**src/rtl/sram_lane_pkg.sv**
```systemverilog
package sram_lane_pkg;

    typedef enum logic [2:0] {
        ST_IDLE,
        ST_RD_ACCESS,
        ST_RD_CAPTURE,
        ST_WR_SETUP,
        ST_WR_PULSE,
        ST_RECOVER
    } seq_state_e;

    typedef struct packed {
        logic cs_n;
        logic we_n;
        logic oe_n;
    } mem_ctl_t;

    localparam mem_ctl_t CTL_QUIET = '{cs_n: 1'b1, we_n: 1'b1, oe_n: 1'b1};

    // Round a nanosecond minimum up to whole clock cycles, at least one.
    function automatic int ns_to_cycles(input int t_ns, input int clk_ns);
        int c;
        c = (t_ns + clk_ns - 1) / clk_ns;
        if (c < 1) c = 1;
        return c;
    endfunction

    function automatic int imax(input int a, input int b);
        return (a > b) ? a : b;
    endfunction

    // States in which the memory is selected.
    function automatic logic is_selected(input seq_state_e s);
        return (s == ST_RD_ACCESS) || (s == ST_RD_CAPTURE) ||
               (s == ST_WR_SETUP)  || (s == ST_WR_PULSE);
    endfunction

endpackage

```
**src/rtl/sram_wait_timer.sv**
```systemverilog
module sram_wait_timer #(
    parameter int CNT_W = 5
) (
    input  logic             clk,
    input  logic             rst,
    input  logic             load,
    input  logic [CNT_W-1:0] load_val,
    output logic             zero
);
    logic [CNT_W-1:0] cnt_q;

    always_ff @(posedge clk) begin
        if (rst)               cnt_q <= '0;
        else if (load)         cnt_q <= load_val;
        else if (cnt_q != '0)  cnt_q <= cnt_q - 1'b1;
    end

    assign zero = (cnt_q == '0);

    // a running wait always steps down by exactly one
    p_tick_down_r6: assert property (@(posedge clk) disable iff (rst)
        (!load && !zero) |=> (cnt_q == $past(cnt_q) - 1'b1));

endmodule

```
**src/rtl/sram_seq_fsm.sv**
```systemverilog
module sram_seq_fsm
    import sram_lane_pkg::*;
#(
    parameter int CNT_W    = 5,
    parameter int N_RD     = 8,
    parameter int N_WP     = 5,
    parameter int N_REC_RD = 2,
    parameter int N_REC_WR = 2
) (
    input  logic             clk,
    input  logic             rst,
    input  logic             req_valid,
    input  logic             req_write,
    input  logic             req_any_lane,
    input  logic             t_zero,
    output seq_state_e       state_q,
    output seq_state_e       state_d,
    output logic             t_load,
    output logic [CNT_W-1:0] t_val,
    output logic             accept,
    output logic             null_accept
);
    localparam logic [CNT_W-1:0] V_RD  = CNT_W'(N_RD - 1);
    localparam logic [CNT_W-1:0] V_WP  = CNT_W'(N_WP - 1);
    localparam logic [CNT_W-1:0] V_RRD = CNT_W'(N_REC_RD - 1);
    localparam logic [CNT_W-1:0] V_RWR = CNT_W'(N_REC_WR - 1);

    always_comb begin
        state_d     = state_q;
        t_load      = 1'b0;
        t_val       = '0;
        accept      = 1'b0;
        null_accept = 1'b0;
        unique case (state_q)
            ST_IDLE: begin
                if (req_valid) begin
                    accept = 1'b1;
                    if (!req_any_lane) begin
                        null_accept = 1'b1;
                    end else if (req_write) begin
                        state_d = ST_WR_SETUP;
                    end else begin
                        state_d = ST_RD_ACCESS;
                        t_load  = 1'b1;
                        t_val   = V_RD;
                    end
                end
            end
            ST_RD_ACCESS: begin
                if (t_zero) state_d = ST_RD_CAPTURE;
            end
            ST_RD_CAPTURE: begin
                state_d = ST_RECOVER;
                t_load  = 1'b1;
                t_val   = V_RRD;
            end
            ST_WR_SETUP: begin
                state_d = ST_WR_PULSE;
                t_load  = 1'b1;
                t_val   = V_WP;
            end
            ST_WR_PULSE: begin
                if (t_zero) begin
                    state_d = ST_RECOVER;
                    t_load  = 1'b1;
                    t_val   = V_RWR;
                end
            end
            ST_RECOVER: begin
                if (t_zero) state_d = ST_IDLE;
            end
            default: state_d = ST_IDLE;
        endcase
    end

    always_ff @(posedge clk) begin
        if (rst) state_q <= ST_IDLE;
        else     state_q <= state_d;
    end

    // an empty lane mask never leaves the idle state
    p_null_stays_idle_r8: assert property (@(posedge clk) disable iff (rst)
        null_accept |=> (state_q == ST_IDLE));

    // the write pulse is always preceded by the setup state
    p_setup_first_r4: assert property (@(posedge clk) disable iff (rst)
        (state_q == ST_WR_PULSE) |-> ($past(state_q) inside {ST_WR_SETUP, ST_WR_PULSE}));

    // recovery always ends in idle, never straight into a new cycle
    p_recover_to_idle_r9: assert property (@(posedge clk) disable iff (rst)
        (state_q == ST_RECOVER) |=> (state_q inside {ST_RECOVER, ST_IDLE}));

endmodule

```
**src/rtl/sram_pin_drive.sv**
```systemverilog
module sram_pin_drive
    import sram_lane_pkg::*;
#(
    parameter int ADDR_W = 16,
    parameter int DATA_W = 16,
    parameter int LANES  = DATA_W / 8
) (
    input  logic              clk,
    input  logic              rst,
    input  seq_state_e        state_q,
    input  seq_state_e        state_d,
    input  logic              accept,
    input  logic              null_accept,
    input  logic [ADDR_W-1:0] req_addr,
    input  logic [DATA_W-1:0] req_wdata,
    input  logic [LANES-1:0]  req_lanes,
    input  logic [DATA_W-1:0] mem_dq_in,
    output logic              mem_cs_n,
    output logic              mem_we_n,
    output logic              mem_oe_n,
    output logic [LANES-1:0]  mem_lane_n,
    output logic [ADDR_W-1:0] mem_addr,
    output logic [DATA_W-1:0] mem_dq_out,
    output logic              mem_dq_oe,
    output logic              done,
    output logic [DATA_W-1:0] rdata
);
    mem_ctl_t          ctl_q, ctl_d;
    logic [LANES-1:0]  lanes_q, lane_src, lane_n_d;
    logic [DATA_W-1:0] cap_word;
    logic              sel_d, dq_oe_d, done_d;
    logic              take_req;

    assign take_req = accept && !null_accept;
    assign lane_src = take_req ? req_lanes : lanes_q;
    assign sel_d    = is_selected(state_d);

    always_comb begin
        ctl_d.cs_n = !sel_d;
        ctl_d.we_n = !(state_d == ST_WR_PULSE);
        ctl_d.oe_n = !((state_d == ST_RD_ACCESS) || (state_d == ST_RD_CAPTURE));
    end

    assign dq_oe_d = (state_d == ST_WR_PULSE) && (state_q == ST_WR_PULSE);
    assign done_d  = null_accept || (state_q == ST_RD_CAPTURE) ||
                     ((state_q == ST_WR_PULSE) && (state_d == ST_RECOVER));

    for (genvar g = 0; g < LANES; g++) begin : g_lane
        assign lane_n_d[g]       = !(sel_d && lane_src[g]);
        assign cap_word[g*8 +: 8] = lanes_q[g] ? mem_dq_in[g*8 +: 8] : 8'h00;
    end

    always_ff @(posedge clk) begin
        if (rst) begin
            ctl_q      <= CTL_QUIET;
            mem_lane_n <= '1;
            mem_dq_oe  <= 1'b0;
            done       <= 1'b0;
            lanes_q    <= '0;
            mem_addr   <= '0;
            mem_dq_out <= '0;
            rdata      <= '0;
        end else begin
            ctl_q      <= ctl_d;
            mem_lane_n <= lane_n_d;
            mem_dq_oe  <= dq_oe_d;
            done       <= done_d;
            if (take_req) begin
                lanes_q    <= req_lanes;
                mem_addr   <= req_addr;
                mem_dq_out <= req_wdata;
            end
            if (null_accept)                   rdata <= '0;
            else if (state_q == ST_RD_CAPTURE) rdata <= cap_word;
        end
    end

    assign mem_cs_n = ctl_q.cs_n;
    assign mem_we_n = ctl_q.we_n;
    assign mem_oe_n = ctl_q.oe_n;

    // a deselected memory sees no other active strobe and no driven bus
    p_standby_quiet_r2: assert property (@(posedge clk) disable iff (rst)
        mem_cs_n |-> (mem_we_n && mem_oe_n && !mem_dq_oe));

    // the address cannot move while write enable is low
    p_addr_hold_r4: assert property (@(posedge clk) disable iff (rst)
        !mem_we_n |=> $stable(mem_addr));

    // write enable falls only after a cycle with chip select already low
    p_cs_before_we_r4: assert property (@(posedge clk) disable iff (rst)
        $fell(mem_we_n) |-> $past(!mem_cs_n));

    // output enable stays high during the write pulse
    p_oe_off_in_write_r5: assert property (@(posedge clk) disable iff (rst)
        !mem_we_n |-> mem_oe_n);

    // the bus drivers are on only inside the write pulse
    p_bus_window_r6: assert property (@(posedge clk) disable iff (rst)
        mem_dq_oe |-> (!mem_we_n && $past(!mem_we_n)));

    // a read selects at least one lane
    p_read_has_lane_r3: assert property (@(posedge clk) disable iff (rst)
        !mem_oe_n |-> ($countones(~mem_lane_n) >= 1));

endmodule

```
**src/rtl/sram_lane_ctrl.sv**
```systemverilog
module sram_lane_ctrl
    import sram_lane_pkg::*;
#(
    parameter int CLK_NS = 20,
    parameter int T_AA   = 150,
    parameter int T_RC   = 150,
    parameter int T_WC   = 150,
    parameter int T_WP   = 100,
    parameter int T_DW   = 60,
    parameter int T_HZ   = 30,
    parameter int ADDR_W = 16,
    parameter int DATA_W = 16
) (
    input  logic                  clk,
    input  logic                  rst,
    input  logic                  req_valid,
    input  logic                  req_write,
    input  logic [ADDR_W-1:0]     req_addr,
    input  logic [DATA_W-1:0]     req_wdata,
    input  logic [DATA_W/8-1:0]   req_lanes,
    output logic                  req_ready,
    output logic                  done,
    output logic [DATA_W-1:0]     rdata,
    output logic                  mem_cs_n,
    output logic                  mem_we_n,
    output logic                  mem_oe_n,
    output logic [DATA_W/8-1:0]   mem_lane_n,
    output logic [ADDR_W-1:0]     mem_addr,
    output logic [DATA_W-1:0]     mem_dq_out,
    output logic                  mem_dq_oe,
    input  logic [DATA_W-1:0]     mem_dq_in
);
    localparam int LANES    = DATA_W / 8;
    localparam int N_RD     = imax(ns_to_cycles(T_AA, CLK_NS), ns_to_cycles(T_RC, CLK_NS));
    localparam int N_WP     = imax(ns_to_cycles(T_WP, CLK_NS), ns_to_cycles(T_DW, CLK_NS) + 1);
    localparam int N_REC_RD = ns_to_cycles(T_HZ, CLK_NS);
    localparam int N_REC_WR = imax(1, ns_to_cycles(T_WC, CLK_NS) - 1 - N_WP);
    localparam int CNT_MAX  = imax(imax(N_RD, N_WP), imax(N_REC_RD, N_REC_WR));
    localparam int CNT_W    = $clog2(CNT_MAX + 1);

    seq_state_e       state_q, state_d;
    logic             t_load, t_zero, accept, null_accept;
    logic [CNT_W-1:0] t_val;

    sram_wait_timer #(.CNT_W(CNT_W)) u_timer (
        .clk      (clk),
        .rst      (rst),
        .load     (t_load),
        .load_val (t_val),
        .zero     (t_zero)
    );

    sram_seq_fsm #(
        .CNT_W    (CNT_W),
        .N_RD     (N_RD),
        .N_WP     (N_WP),
        .N_REC_RD (N_REC_RD),
        .N_REC_WR (N_REC_WR)
    ) u_fsm (
        .clk          (clk),
        .rst          (rst),
        .req_valid    (req_valid),
        .req_write    (req_write),
        .req_any_lane (|req_lanes),
        .t_zero       (t_zero),
        .state_q      (state_q),
        .state_d      (state_d),
        .t_load       (t_load),
        .t_val        (t_val),
        .accept       (accept),
        .null_accept  (null_accept)
    );

    sram_pin_drive #(
        .ADDR_W (ADDR_W),
        .DATA_W (DATA_W),
        .LANES  (LANES)
    ) u_pins (
        .clk         (clk),
        .rst         (rst),
        .state_q     (state_q),
        .state_d     (state_d),
        .accept      (accept),
        .null_accept (null_accept),
        .req_addr    (req_addr),
        .req_wdata   (req_wdata),
        .req_lanes   (req_lanes),
        .mem_dq_in   (mem_dq_in),
        .mem_cs_n    (mem_cs_n),
        .mem_we_n    (mem_we_n),
        .mem_oe_n    (mem_oe_n),
        .mem_lane_n  (mem_lane_n),
        .mem_addr    (mem_addr),
        .mem_dq_out  (mem_dq_out),
        .mem_dq_oe   (mem_dq_oe),
        .done        (done),
        .rdata       (rdata)
    );

    assign req_ready = (state_q == ST_IDLE);

    // a request is only taken while the controller reports ready
    p_accept_when_ready_r9: assert property (@(posedge clk) disable iff (rst)
        (req_valid && !req_ready) |=> $stable(mem_addr));

endmodule

```
**config.mk**
```make
export PLATFORM = sky130hd
export DESIGN_NAME = sram_lane_ctrl
export DESIGN_NICKNAME = d
export VERILOG_FILES = /design/src/rtl/sram_lane_pkg.sv /design/src/rtl/sram_wait_timer.sv /design/src/rtl/sram_seq_fsm.sv /design/src/rtl/sram_pin_drive.sv /design/src/rtl/sram_lane_ctrl.sv
export SDC_FILE = /design/constraint.sdc
export NUM_CORES = 1
export LEC_CHECK = 0
export BUFFER_PORTS_ARGS = -buffer_cell sky130_fd_sc_hd__buf_4
export CELL_PAD_IN_SITES_DETAIL_PLACEMENT = 0
export CELL_PAD_IN_SITES_GLOBAL_PLACEMENT = 1
export CORE_MARGIN = 1
export CORE_UTILIZATION = 34
export CTS_BUF_LIST = sky130_fd_sc_hd__clkbuf_8
export CTS_CLUSTER_SIZE = 40
export DETAILED_ROUTE_END_ITERATION = 12
export PLACE_DENSITY = 0.88
export SYNTH_ARGS = -nofsm -noshare
export SYNTH_HDL_FRONTEND = slang
export SYNTH_HIERARCHICAL = 1
export SYNTH_SLANG_ARGS = --single-unit
```
**constraint.sdc**
```tcl
create_clock -name clk -period 2 [get_ports clk]
set_input_delay 0.3 -clock clk [delete_from_list [all_inputs] [get_ports clk]]
set_output_delay 0.3 -clock clk [all_outputs]
set_load 0.01 [all_outputs]
```
### Yosys cells after proc, flatten, opt, wreduce, memory -nomap -nowiden

Cells that the tools add are included.

| cells by class | value |
|---|---|
| $add $sub $neg | 1 |
| multipliers | 0 |
| div/mod/pow operators | 0 |
| $lt $le $gt $ge | 0 |
| equality and inequality tests | 10 |
| shift operators | 0 |
| mux-type cells | 27 |
| bitwise gates (word level) | 0 |
| reductions and logical operators | 23 |

Operators with widths:

| kind | count |
|---|---|
| 3-bit two-way mux | 6 |
| 3-bit one-hot mux with 6 select lines | 1 |
| 4-bit two-way mux | 4 |
| 8-bit two-way mux | 2 |
| 4-bit one-hot mux with 4 select lines | 1 |
| 3-bit by 2-bit equality test with 1-bit output, second input constant | 4 |
| 3-bit equality test, second input constant | 4 |
| 1-bit two-way mux | 10 |
| 3-bit by 1-bit equality test with 1-bit output, second input constant | 2 |
| 1-bit logical NOT | 6 |
| 2-bit OR reduction | 3 |
| 1-bit logical AND | 5 |
| 1-bit logical OR | 5 |
| 4-bit logical NOT | 1 |
| 2-bit two-way mux | 2 |
| 4-bit nonzero test | 1 |
| 4-bit by 1-bit subtractor with 4-bit output, second input constant | 1 |
| 3-bit logical NOT | 1 |
| 1-bit one-hot mux with 3 select lines | 1 |
| 2-bit nonzero test | 1 |

| word-level totals | value |
|---|---|
| bits in registers | 64 |
| bits in latches | 0 |
| bits in writable memories | 0 |
| bits in read-only memories | 0 |
| input bits | 54 |
| output and inout bits | 56 |
| logic and storage cells | 73 |
| memories kept | 0 |

### Longest topological paths before layout

Gate-level depths: netlist of run 1.

| logic depth | value |
|---|---|
| word-level depth | 10 |
| mapped depth | 8 |
| mapped depth without buffers | 8 |

### Modules after synthesis

Netlist of run 1, hierarchy kept.

By module, submodules not included:

| module | instances | cells an instance | area an instance (um^2) | sequential area each (um^2) |
|---|---|---|---|---|
| sram_pin_drive | 1 | 242 | 2031.9 | 1141.1 |
| sram_seq_fsm | 1 | 28 | 229.0 | 60.1 |
| sram_wait_timer | 1 | 24 | 229.0 | 80.1 |
| sram_lane_ctrl | 1 | 2 | 11.3 | 0.0 |

### Worst setup path after synthesis of run 1

No wires, ideal clock.

| path | value |
|---|---|
| kind | register to register |
| from | register u_timer.cnt_q[0] |
| to | register u_pins.mem_lane_n[1] |
| library setup time | 129 ps |
| arrival | 1696 ps |
| required time | 1871 ps |
| setup slack | 175 ps |
| stages on the path, launching flop included | 9 |
| buffers on the path | 0 |
| clock period less this slack | 1825 ps |
| cells stage by stage | dfxtp_1 inv_1 ha_1 nor3b_4 or3b_1 o311ai_1 nor2_1 xnor2_1 nand3_1 |

| on the way | value |
|---|---|
| longest elaborated chain between the ends | 9 |
| elaborated cells on any way between the ends | 14 |
| classes of those cells | eq/ne: 4; mux: 4; reduce/logical: 6 |

Ends and longest elaborated chain:

| item | RTL line | text |
|---|---|---|
| from (decl) | sram_wait_timer.sv:10 | `logic [CNT_W-1:0] cnt_q;` |
| from (signal assigned) | sram_wait_timer.sv:14 | `else if (load) cnt_q <= load_val;` |
| from (signal assigned) | sram_wait_timer.sv:15 | `else if (cnt_q != '0) cnt_q <= cnt_q - 1'b1;` |
| 4-bit logical NOT * | sram_wait_timer.sv:18 | `assign zero = (cnt_q == '0);` |
| via t_zero | sram_lane_ctrl.sv:42 | `logic t_load, t_zero, accept, null_accept;` |
| 3-bit two-way mux, on equally long branches | sram_seq_fsm.sv:70, sram_seq_fsm.sv:50, sram_seq_fsm.sv:63 |  |
| 3-bit one-hot mux with 6 select lines * | sram_seq_fsm.sv:34 | `unique case (state_q)` |
| via state_d[0] | sram_lane_ctrl.sv:41 | `seq_state_e state_q, state_d;` |
| 3-bit by 1-bit equality test with 1-bit output / 3-bit by 2-bit equality test with 1-bit output (equally long branches) | sram_lane_pkg.sv:34 | `return (s == ST_RD_ACCESS) \|\| (s == ST_RD_CAPTURE) \|\|` |
| 1-bit logical OR (2 in series) | sram_lane_pkg.sv:34 |  |
| 1-bit logical OR * | sram_lane_pkg.sv:35 | `(s == ST_WR_SETUP) \|\| (s == ST_WR_PULSE);` |
| 1-bit logical AND * | sram_pin_drive.sv:49 | `assign lane_n_d[g] = !(sel_d && lane_src[g]);` |
| 1-bit logical NOT * | sram_pin_drive.sv:49 |  |
| to (signal assigned) | sram_pin_drive.sv:65 | `mem_lane_n <= lane_n_d;` |
| to (decl) | sram_pin_drive.sv:21 | `output logic [LANES-1:0] mem_lane_n,` |

Mark *: on every way through the listed nets, which the timed path passes. The rest lies on a longest branch.
A chain may end at the register's enable or synchronous reset.

### Worst setup path in the final report of run 1

Ends and elaborated chain as after synthesis.

==> run metrics, run 1 <==
Compound-Gate Fraction of Synth Area between 10% and 20%; post-route worst hold slack between 0.2 and 0.25 ns; combinational family with the most area after synthesis simple AND/OR/NAND/NOR gates; cell chain of the critical path inv_1, ha_1, nor3b_4, or3b_1, o311ai_2, nor2_2, xnor2_2, nand3_1; area of the die between 7000 and 8000 um2; maximum level of the CTS H-tree 3; crit path capture type flip-flop; first-pass GRT wire length just under 10,000 um; Antenna Diode Count 0; Pwr Total between 4000 and 5000 uW; endpoint of the lowest-slack register-to-register path u_pins/mem_lane_n[1]$_SDFF_PP1_; main flop type after synthesis sky130_fd_sc_hd__dfxtp_1; Filler cells between 600 and 700; worst hold-check path type primary input to flip-flop; global router's overall resource usage approximately 16%; I/O pin total 110; post-synthesis sequential area ratio between 50% and 60%; average instance area after synthesis between 8 and 9 um2; delay contributed by the slowest stage of the critical path around 0.38 ns; commonest non-fill, non-tap cell in the layout sky130_fd_sc_hd__buf_4; largest driver fanout on the critical path 5; worst reg2reg path startpoint u_timer/cnt_q[0]$_SDFFE_PP0P_; commonest cells after routing, fill and taps aside sky130_fd_sc_hd__buf_4, sky130_fd_sc_hd__nand2_1, sky130_fd_sc_hd__dfxtp_1; DRT antenna net count 0; setup slack after placement between 0.03 and 0.04 ns; beginning of the worst hold path req_addr[10]; clock-pin slew on the worst setup and hold paths 0.07 ns; remaining max-slew budget at the tightest pin about 63%; number of hold violations in the final report 0; Period minus WS final ~1.9 ns; Worst Hold End u_pins/mem_addr[10]$_SDFFE_PP0N_; First DRT Iteration DRCs 58; final standard cell utilization of the core about 53%; post-synthesis share of cell area spent on xor and xnor gates under 10%; number of sinks driven by the clock tree 64; number of cells on the worst reg-to-reg path 8; Ys Warns 6; drt first pass iters 4; post-cts sizing count 0; clock tree buffer depth 2; count of flip-flops with a built-in enable after synthesis 0; synth-to-layout area growth 47.3%; flip-flop and latch count after synthesis 64; final global-route overflow total 0; TritonCTS clock tree done; final standard cell area without fillers ~3700 um2; post-DP HPWL roughly 4400 um; crit share post-route a little over nine tenths; CTS hold repair buffers 0; minimum setup slack among reg-to-reg paths around 0.098 ns; number of global-route vias before repair between 2,000 and 2,500; antenna violations before repair 0; drc violations 0; arrival time reported for the critical path endpoint 2.11 ns; post-route clock skew around 0.0084 ns; category of the most critical setup path flip-flop to flip-flop; maximum VDD drop 0.000556 V; Rows 30; Syn Nets about 350; pin count of the biggest net entering global routing between 40 and 50; power per standard cell area about 1200 nW/um2; clock latency on the worst-skew pair 0.33 ns; placeable core area slightly below 7000 um2; detail-routed net length per standard cell 12.6 um; worst setup slack after layout about 0.1 ns; clock tree root buffer cell sky130_fd_sc_hd__clkbuf_8; CP max-delay cell sky130_fd_sc_hd__or3b_1; slew of the pin with the lowest slew margin 0.555 ns; fraction of final layout cells sized beyond drive strength 1 a little over a third; Fmax achieved 526 MHz; fraction of the mapped netlist area in simple logic gates 27.9%; final weighted congestion in routability-driven placement 0.737; ratio of routed vias to standard cells 4.68; hold depth 3; total setup buffers inserted after CTS 0; Vert. Die Dim approximately 88 um; Mapped Cells between 200 and 300; startpoint type of the worst setup path flip-flop; IO Port Bufs 109; Max Cap Violations 0; mapped cell area approximately 2500 um2; DR vias 2,371; total placed instance area 3430 um2; share of cell area taken by muxes after synthesis under 10%; outcome completed; count of cell types in the netlist 38; number of failing setup endpoints in the final timing report 0; post-synthesis adder-cell area fraction 0.500%; reported leakage power 0.00160 uW; Net count, final 462; initial standard-cell utilization of the core a little over a third; CP Data Required Time around 2.2 ns; Horiz. Die Dim 87.8 um; Final Max Tran Viols 0; share of flip-flops with an asynchronous set or reset 0%; routed wire length between 6000 and 7000 um; number of buffers added by the clock tree synthesis step 9; launch point of the critical path u_timer/cnt_q[0]$_SDFFE_PP0P_
## worst max-delay path by stage
stage | endpoint | slack [ns] | depth (start not counted)
6_report | u_pins/mem_lane_n[1]$_SDFF_PP1_ | 0.1 | 8
3_5_place_dp | u_pins/mem_lane_n[0]$_SDFF_PP1_ | 0.04 | 8
4_1_cts | u_pins/mem_lane_n[0]$_SDFF_PP1_ | 0.03 | 8
3_3_place_gp | u_pins/mem_lane_n[1]$_SDFF_PP1_ | 0.12 | 8
5_1_grt | u_pins/mem_oe_n$_SDFF_PP1_ | -0.007 | 8
2_1_floorplan | u_pins/mem_lane_n[1]$_SDFF_PP1_ | 0.18 | 8
## registers in the layout, summed over array words and instances, names as in the netlist
| register | cells |
|---|---|
| u_pins/mem_lane_n | 2 |
| u_pins/mem_cs_n | 1 |
| u_pins/mem_addr | 16 |
| u_pins/mem_we_n | 1 |
| u_pins/mem_dq_oe | 1 |
| u_fsm/state_q | 3 |
| u_pins/done | 1 |
| u_pins/mem_dq_out | 16 |
| u_pins/lanes_q | 2 |
| u_pins/rdata | 16 |
| u_pins/mem_oe_n | 1 |
| u_timer/cnt_q | 4 |
## layer usage
layer | vias up | global-route usage (%) | wire length, um
li1 | 1202 | - | -
met1 | 1075 | 19.4 | 2750
met2 | 88 | 27.3 | 3180
met3 | 6 | 3.58 | 382
met4 | 0 | 9.69 | 91
met5 | - | 0 | 0
## metrics by stage
stage                     instances  setup TNS, ns
after floorplan                 296              0
after global placement          492              0
after detailed placement        492              0
after CTS                       507              0
after global routing            507       -0.00664
final                           507              0
## power breakdown
part           total [uW]  internal, uW  switching, uW
clock                1220           756            464
sequential           1620          1480            144
combinational        1490           749            737
## cells by family (layout without fill, tap and decap cells)
group / after synthesis / count (layout)
other cells: 1 / 1
compound gates: 58 / 58
mux: 3 / 3
buf+inv: 23 / 138
fa+ha+maj: 1 / 1
simple gates: 142 / 142
flops: 64 / 64
xor+xnor: 4 / 4
## critical path: cells and delay by family (launching register included)
kind / cells / cell delay [ns]
DFF: 1 / 0.35
AOI/OAI and AO/OA: 1 / 0.14
xor gates and xnor gates: 1 / 0.22
adders and majority gates: 1 / 0.23
and+or+nand+nor: 4 / 0.76
buffers and inverters: 1 / 0.08
## synth_stat cells, types with 2 or more instances
cell                        n  area [um2]
sky130_fd_sc_hd__nor3_1     3        15.0
sky130_fd_sc_hd__or3b_1     2        17.5
sky130_fd_sc_hd__and2_1     2        12.5
sky130_fd_sc_hd__buf_6      4        45.0
sky130_fd_sc_hd__nand2b_1   2        12.5
sky130_fd_sc_hd__nor2b_1    6        37.5
sky130_fd_sc_hd__o22ai_1    2        12.5
sky130_fd_sc_hd__xnor2_1    4        35.0
sky130_fd_sc_hd__inv_1      4        15.0
sky130_fd_sc_hd__dfxtp_1   64        1280
sky130_fd_sc_hd__or2_1      2        12.5
sky130_fd_sc_hd__nor2_1     2        7.51
sky130_fd_sc_hd__mux2_2     3        33.8
sky130_fd_sc_hd__and2b_1    2        15.0
sky130_fd_sc_hd__a21oi_1   51         255
sky130_fd_sc_hd__nor3b_4    2        37.5
sky130_fd_sc_hd__clkbuf_1   6        22.5
sky130_fd_sc_hd__nand2_1   88         330
sky130_fd_sc_hd__nand3_1   20         100
sky130_fd_sc_hd__buf_2      8        40.0
sky130_fd_sc_hd__nand3b_1   2        15.0
## cell type report
type                    count  area [um2]  share of cell area [%]
clock buffers              11         151                    4.11
clock inverters             4        68.8                    1.87
inverters                   4        15.0                   0.407
multi-input cells         209        1130                    30.7
flip-flops and latches     64        1280                    34.8
well taps                  96         120                    3.26
repair buffers            119         918                    24.9
Power figures use the tool's default switching activity.
==> inputs of run 2 (changes only) <==
--- a/config.mk
+++ b/config.mk
@@ -5,6 +5,7 @@
 export SDC_FILE = /design/constraint.sdc
 export NUM_CORES = 1
 export LEC_CHECK = 0
+export ABC_AREA = 1
 export BUFFER_PORTS_ARGS = -buffer_cell sky130_fd_sc_hd__buf_4
 export CELL_PAD_IN_SITES_DETAIL_PLACEMENT = 0
 export CELL_PAD_IN_SITES_GLOBAL_PLACEMENT = 1
@@ -13,7 +14,7 @@
 export CTS_BUF_LIST = sky130_fd_sc_hd__clkbuf_8
 export CTS_CLUSTER_SIZE = 40
 export DETAILED_ROUTE_END_ITERATION = 12
-export PLACE_DENSITY = 0.88
+export PLACE_DENSITY = 0.89
 export SYNTH_ARGS = -nofsm -noshare
 export SYNTH_HDL_FRONTEND = slang
 export SYNTH_HIERARCHICAL = 1
==> run 2 against run 1 <==
  * Sequential share of layout area decreased by 0.63 points
  * Critical path type unchanged
  * Largest cell class unchanged
  * Cell count rose by 16%
  * Area after synthesis increased by 7.0%
  * Flip-flop and latch count is the same
  * Critical path depth up 3
  * Hold slack got worse by 0.0050 ns
  * Clock power shrank 13%
==> run metrics, run 2 <==
number of cells on the worst reg-to-reg path 11; post-synthesis adder-cell area fraction less than 1%; top post-synthesis cells by area sky130_fd_sc_hd__dfxtp_1, sky130_fd_sc_hd__nor2_1, sky130_fd_sc_hd__nand2_1; number of failing setup endpoints in the final timing report 0; Worst Hold End u_pins/rdata[11]$_SDFFE_PP0N_; detail-routed net length per standard cell 11.3 um; worst reg2reg path startpoint u_timer/cnt_q[0]$_SDFFE_PP0P_; crit path capture type flip-flop; outcome completed; count of flip-flops with a built-in enable after synthesis 0; routed wire length about 6700 um; Ys Warns 6; hold depth 3; TritonCTS clock tree done; final global-route overflow total 0; First DRT Iteration DRCs 71; flip-flop and latch count after synthesis between 60 and 70; I/O pin total 110; post-cts sizing count 0; area of the die 8230 um2; reported leakage power roughly 0.0019 uW; number of sinks driven by the clock tree 64; synth-to-layout area growth 40.3%; Horiz. Die Dim roughly 91 um; DRT antenna net count 0; post-DP HPWL slightly below 5000 um; maximum level of the CTS H-tree 3; first-pass GRT wire length between 10,000 and 15,000 um; post-synthesis sequential area ratio a little under half; clock tree buffer depth 2; family of cells with the greatest summed delay on the critical path simple AND/OR/NAND/NOR gates; Rows 31; DR vias around 2,600; cell chain of the critical path inv_1, ha_2, nand2_1, nor2_1, buf_4, nand3_4, nand3_1, inv_2, or2_0, nand3_1, nor2_1; category of the most critical setup path flip-flop to flip-flop; drt first pass iters 5; Net count, final between 500 and 600; commonest non-fill, non-tap cell in the layout sky130_fd_sc_hd__buf_4; Fmax achieved about 550 MHz; beginning of the worst hold path mem_dq_in[11]; Period minus WS final ~1.8 ns; initial standard-cell utilization of the core ~36%; total setup buffers inserted after CTS 0; Syn Nets ~430; total placed instance area between 3000 and 4000 um2; pin count of the biggest net entering global routing 37; library cell with the highest instance count after synthesis sky130_fd_sc_hd__nor2_1; startpoint type of the worst setup path flip-flop; endpoint of the lowest-slack register-to-register path u_timer/cnt_q[3]$_SDFFE_PP0P_; count of cell types in the netlist 24; Final Max Tran Viols 0; power per standard cell area roughly 1200 nW/um2; share of cell area taken by muxes after synthesis 0%; Mapped Cells 377; share of flip-flops with an asynchronous set or reset 0%; CP Data Required Time about 2.2 ns; final weighted congestion in routability-driven placement between 0.8 and 0.9; aggregate negative setup slack 0 ns; minimum setup slack among reg-to-reg paths 0.17 ns; footprint of the multi-input gates 1110 um2; combinational family with the most area after synthesis simple AND/OR/NAND/NOR gates; delay contributed by the slowest stage of the critical path 0.32 ns; Synth top cells by count sky130_fd_sc_hd__nor2_1, sky130_fd_sc_hd__dfxtp_1, sky130_fd_sc_hd__nand2_1; crit share post-route about nine tenths; clock-pin slew on the worst setup and hold paths roughly 0.070 ns; fraction of the mapped netlist area in simple logic gates a little under 30%; clock latency on the worst-skew pair around 0.33 ns; Regs by FF count u_pins/mem_addr (16), u_pins/mem_dq_out (16), u_pins/rdata (16); drc violations 0; number of buffers added by the clock tree synthesis step 9; post-route clock skew 0.00625 ns; CTS hold repair buffers 0; Compound-Gate Fraction of Synth Area roughly 12%; Synth area leader sky130_fd_sc_hd__dfxtp_1; average instance area after synthesis 7.10 um2; arrival time reported for the critical path endpoint around 2.1 ns; Max Cap Violations 0; largest driver fanout on the critical path 6; ratio of routed vias to standard cells roughly 4.5; maximum VDD drop roughly 0.00046 V; number of hold violations in the final report 0; mapped cell area 2680 um2; number of global-route vias before repair approximately 2,300; clock tree root buffer cell sky130_fd_sc_hd__clkbuf_8; count of buffer and inverter cells on the critical path 3; RSZ-0062 raised after global routing false; CP max-delay cell sky130_fd_sc_hd__dfxtp_1; commonest cells after routing, fill and taps aside sky130_fd_sc_hd__buf_4, sky130_fd_sc_hd__nor2_1, sky130_fd_sc_hd__dfxtp_1; fraction of final layout cells sized beyond drive strength 1 between 20% and 30%; share of Yosys cell area claimed by the top area cell type a little under half; final standard cell area without fillers between 3000 and 4000 um2; slew of the pin with the lowest slew margin 0.649 ns; placeable core area between 7000 and 8000 um2; IO Port Bufs 109; remaining max-slew budget at the tightest pin 56.7%; worst hold-check path type primary input to flip-flop; global router's overall resource usage 16.7%; post-synthesis share of cell area spent on xor and xnor gates 0%; main flop type after synthesis sky130_fd_sc_hd__dfxtp_1; Filler cells 754; Vert. Die Dim ~90 um; Antenna Diode Count 0; final standard cell utilization of the core roughly half; antenna violations before repair 0; register area about 1300 um2
[run 2: power by group]
part / leakage, uW / switching [uW] / internal (uW)
Combinational: 0.00127 / 1030 / 791
Sequential: 0.000526 / 181 / 1580
Clock: 0.0000975 / 481 / 577
[run 2: how the worst max path moves through the flow]
stage	start	slack [ns]	cells after the start	endpoint
after floorplan	u_timer/cnt_q[0]$_SDFFE_PP0P_	0.25	10	u_pins/mem_lane_n[0]$_SDFF_PP1_
after global placement	u_timer/cnt_q[0]$_SDFFE_PP0P_	0.21	11	u_timer/cnt_q[3]$_SDFFE_PP0P_
after detailed placement	u_timer/cnt_q[0]$_SDFFE_PP0P_	0.13	11	u_timer/cnt_q[3]$_SDFFE_PP0P_
after CTS	u_timer/cnt_q[0]$_SDFFE_PP0P_	0.12	11	u_timer/cnt_q[3]$_SDFFE_PP0P_
after global routing	u_timer/cnt_q[0]$_SDFFE_PP0P_	0.02	11	u_timer/cnt_q[3]$_SDFFE_PP0P_
final	u_timer/cnt_q[0]$_SDFFE_PP0P_	0.17	11	u_timer/cnt_q[3]$_SDFFE_PP0P_
[run 2: worst min-delay path, cell delays in order]
cell and delay [ns]:
sky130_fd_sc_hd__buf_4 0.07, sky130_fd_sc_hd__a21oi_1 0.05, sky130_fd_sc_hd__nor2_1 0.07
[run 2: logic make-up after synthesis]
logic type	count (synthesis)
buf+inv	66
compound gates	61
flops	64
simple gates	184
fa+ha+maj	1
other cells	1
[run 2: layout make-up]
cell class                 instances  area share, %
clock buffer                      13           4.77
multi-input combinational        247           29.6
inverter                          50           5.00
clock inverter                     2          0.333
sequential                        64           34.1
timing repair buffer             114           22.8
tap                               99           3.30
[run 2: through the flow]
stage | setup slack [ns] | cells | power, uW | hold WS [ns]
final | 0.165 | 589 | 4640 | 0.201
after global routing | 0.0233 | 589 | 5010 | 0.178
after CTS | 0.119 | 589 | 4680 | 0.191
after detailed placement | 0.130 | 574 | 3610 | 0.476
after global placement | 0.214 | 574 | 3570 | 0.464
after floorplan | 0.250 | 377 | 2890 | 0.369
[run 2: per-layer routing]
layer,GRT usage (%),wire [um],vias up
li1,-,-,1381
met5,0,0,-
met3,3.79,319,11
met1,20.8,2940,1167
met4,8.20,124,0
met2,27.0,3290,65
==> inputs of run 3 (changes only) <==
--- a/config.mk
+++ b/config.mk
@@ -10,11 +10,12 @@
 export CELL_PAD_IN_SITES_DETAIL_PLACEMENT = 0
 export CELL_PAD_IN_SITES_GLOBAL_PLACEMENT = 1
 export CORE_MARGIN = 1
-export CORE_UTILIZATION = 34
+export CORE_UTILIZATION = 36
 export CTS_BUF_LIST = sky130_fd_sc_hd__clkbuf_8
 export CTS_CLUSTER_SIZE = 40
 export DETAILED_ROUTE_END_ITERATION = 12
-export PLACE_DENSITY = 0.89
+export PLACE_DENSITY = 0.93
+export RECOVER_POWER = 100
 export SYNTH_ARGS = -nofsm -noshare
 export SYNTH_HDL_FRONTEND = slang
 export SYNTH_HIERARCHICAL = 1
==> constraint.sdc (replaced) <==
create_clock -name clk -period 2.36 [get_ports clk]
set_input_delay 0.354 -clock clk [delete_from_list [all_inputs] [get_ports clk]]
set_output_delay 0.354 -clock clk [all_outputs]
set_load 0.01 [all_outputs]
==> run 3 against run 2 <==
  * The flow now finishes with violations (design-rule violations)
  * Flip-flop and latch count did not move
  * Critical path depth is 3 lower
  * Cell count is 0.51% lower
  * Sequential share of layout area rose by 2.2 points
  * Hold slack gained 0.051 ns
  * Die area fell by 5.4%
  * Global-route usage up 0.63 points
  * Clock power down 6%
  * Highest routed layer unchanged
==> run metrics, run 3 (synthesis gave the netlist of run 2 again) <==
startpoint type of the worst setup path flip-flop; global router's overall resource usage ~17%; drt first pass iters 9; Max Cap Violations 0; aggregate negative setup slack 0 ns; endpoint of the lowest-slack register-to-register path u_pins/mem_dq_out[8]$_SDFFE_PP0N_; routed wire length approximately 6400 um; largest driver fanout on the critical path 32; Vert. Die Dim about 90 um; clock tree buffer depth 2; reported leakage power 0.00166 uW; TritonCTS clock tree done; final global-route overflow total 0; post-route clock skew ~0.0061 ns; I/O pin total 110; Rows 31; number of cells on the worst reg-to-reg path 8; outcome finished, violations left; pin count of the biggest net entering global routing 37; DRT antenna net count 0; fraction of final layout cells sized beyond drive strength 1 between 10% and 20%; Period minus WS final about 2 ns; remaining max-slew budget at the tightest pin 55.2%; arrival time reported for the critical path endpoint roughly 2.2 ns; slew of the pin with the lowest slew margin approximately 0.67 ns; Antenna Diode Count 0; antenna violations before repair 0; launch point of the critical path u_fsm/state_q[1]$_SDFF_PP0_; First DRT Iteration DRCs between 80 and 90; first-pass GRT wire length ~10,000 um; endpoint of the most critical setup path u_pins/mem_dq_out[8]$_SDFFE_PP0N_; clock-pin slew on the worst setup and hold paths 0.07 ns; placeable core area 7210 um2; number of global-route vias before repair 2,339; violations in the final reports design-rule violations; maximum VDD drop 0.000432 V; Final Max Tran Viols 0; synth-to-layout area growth 31.9%; power per standard cell area ~1100 nW/um2; post-route worst hold slack between 0.2 and 0.3 ns; Net count, final ~540; Horiz. Die Dim a little under 90 um; setup slack after placement between 0.3 and 0.4 ns; CTS hold repair buffers 0; Regs by FF count u_pins/mem_addr (16), u_pins/mem_dq_out (16), u_pins/rdata (16); RSZ-0062 raised after global routing false; drc violations 2; area of the die slightly below 8000 um2; crit path capture type flip-flop; DR vias 2,559; worst reg2reg path startpoint u_fsm/state_q[1]$_SDFF_PP0_; total setup buffers inserted after CTS 0; post-DP HPWL 4570 um; commonest non-fill, non-tap cell in the layout sky130_fd_sc_hd__nor2_1; clock tree root buffer cell sky130_fd_sc_hd__clkbuf_8; maximum level of the CTS H-tree 3; number of failing setup endpoints in the final timing report 0; Fmax achieved between 400 and 500 MHz; total placed instance area 3540 um2; clock latency on the worst-skew pair between 0.3 and 0.4 ns; final weighted congestion in routability-driven placement just under 0.9; category of the most critical setup path flip-flop to flip-flop; final standard cell area without fillers between 3000 and 4000 um2; number of hold violations in the final report 0; initial standard-cell utilization of the core approximately 37%; worst setup slack after layout about 0.35 ns; number of sinks driven by the clock tree 64; post-cts sizing count 0; number of buffers added by the clock tree synthesis step 9; crit share post-route between 80 and 90%; CP Data Required Time 2.59 ns; detail-routed net length per standard cell ~11 um; minimum setup slack among reg-to-reg paths roughly 0.35 ns; IO Port Bufs 109; worst hold-check path type primary input to flip-flop; commonest cells after routing, fill and taps aside sky130_fd_sc_hd__nor2_1, sky130_fd_sc_hd__dfxtp_1, sky130_fd_sc_hd__nand2_1; ratio of routed vias to standard cells about 4.4
## run 3: changes by cell type in the layout (fill, tap and decap cells not counted), moves of 2 or more
| cell | previous run | this run |
|---|---|---|
| sky130_fd_sc_hd__buf_4 | 114 | 54 |
| sky130_fd_sc_hd__bufinv_16 | 0 | 2 |
| sky130_fd_sc_hd__clkbuf_1 | 0 | 57 |
| sky130_fd_sc_hd__clkbuf_8 | 13 | 10 |
| sky130_fd_sc_hd__inv_2 | 5 | 3 |
## run 3: routing by layer
| metal | share of wire [%] | routed length, um | global-route usage [%] |
|---|---|---|---|
| met1 | 43 | 2750 | 18.8 |
| met2 | 48 | 3040 | 29.2 |
| met3 | 6.0 | 384 | 5.28 |
| met4 | 3.5 | 223 | 11.1 |
| met5 | 0 | 0 | 0 |
## run 3: area by class of cell
type,instances,area [um2]
clock buffer,10,138
clock inverter,4,70.1
fill,799,3680
inverter,50,188
multi-input combinational,247,1100
sequential,64,1280
tap,99,124
timing repair buffer,112,627
## run 3: worst min-delay path by stage
stage / startpoint / to / slack, ns / cells after the start
2_1_floorplan: rst / u_fsm/state_q[1]$_SDFF_PP0_ / 0.42 / 1
3_3_place_gp: u_pins/mem_addr[6]$_SDFFE_PP0N_ / u_pins/mem_addr[6]$_SDFFE_PP0N_ / 0.46 / 2
3_5_place_dp: u_pins/mem_addr[14]$_SDFFE_PP0N_ / u_pins/mem_addr[14]$_SDFFE_PP0N_ / 0.47 / 2
4_1_cts: mem_dq_in[0] / u_pins/rdata[0]$_SDFFE_PP0N_ / 0.23 / 3
5_1_grt: mem_dq_in[0] / u_pins/rdata[0]$_SDFFE_PP0N_ / 0.23 / 3
6_report: req_addr[0] / u_pins/mem_addr[0]$_SDFFE_PP0N_ / 0.25 / 3
## run 3: where the power goes
part | switching (uW) | total (uW) | internal [uW]
Clock | 385 | 993 | 608
Sequential | 159 | 1500 | 1340
Combinational | 835 | 1300 | 462
## run 3: worst max-delay path, stage by stage (launching register included)
cell                       delay (ns)
sky130_fd_sc_hd__dfxtp_1         0.43
sky130_fd_sc_hd__nor2_4          0.23
sky130_fd_sc_hd__nand2_1         0.10
sky130_fd_sc_hd__nor3_1          0.27
sky130_fd_sc_hd__clkinv_1        0.20
sky130_fd_sc_hd__nand2_4         0.19
sky130_fd_sc_hd__inv_2           0.25
sky130_fd_sc_hd__nor2_1          0.17
sky130_fd_sc_hd__nor2_1          0.06
## run 3: metrics by stage
step	instances	power (uW)	utilization, %
global placement	572	2980	49.1
global route	586	4080	48.9
detailed placement	572	3010	49.1
floorplan	377	2450	-
CTS	586	4020	52.0
finish	586	3790	48.9
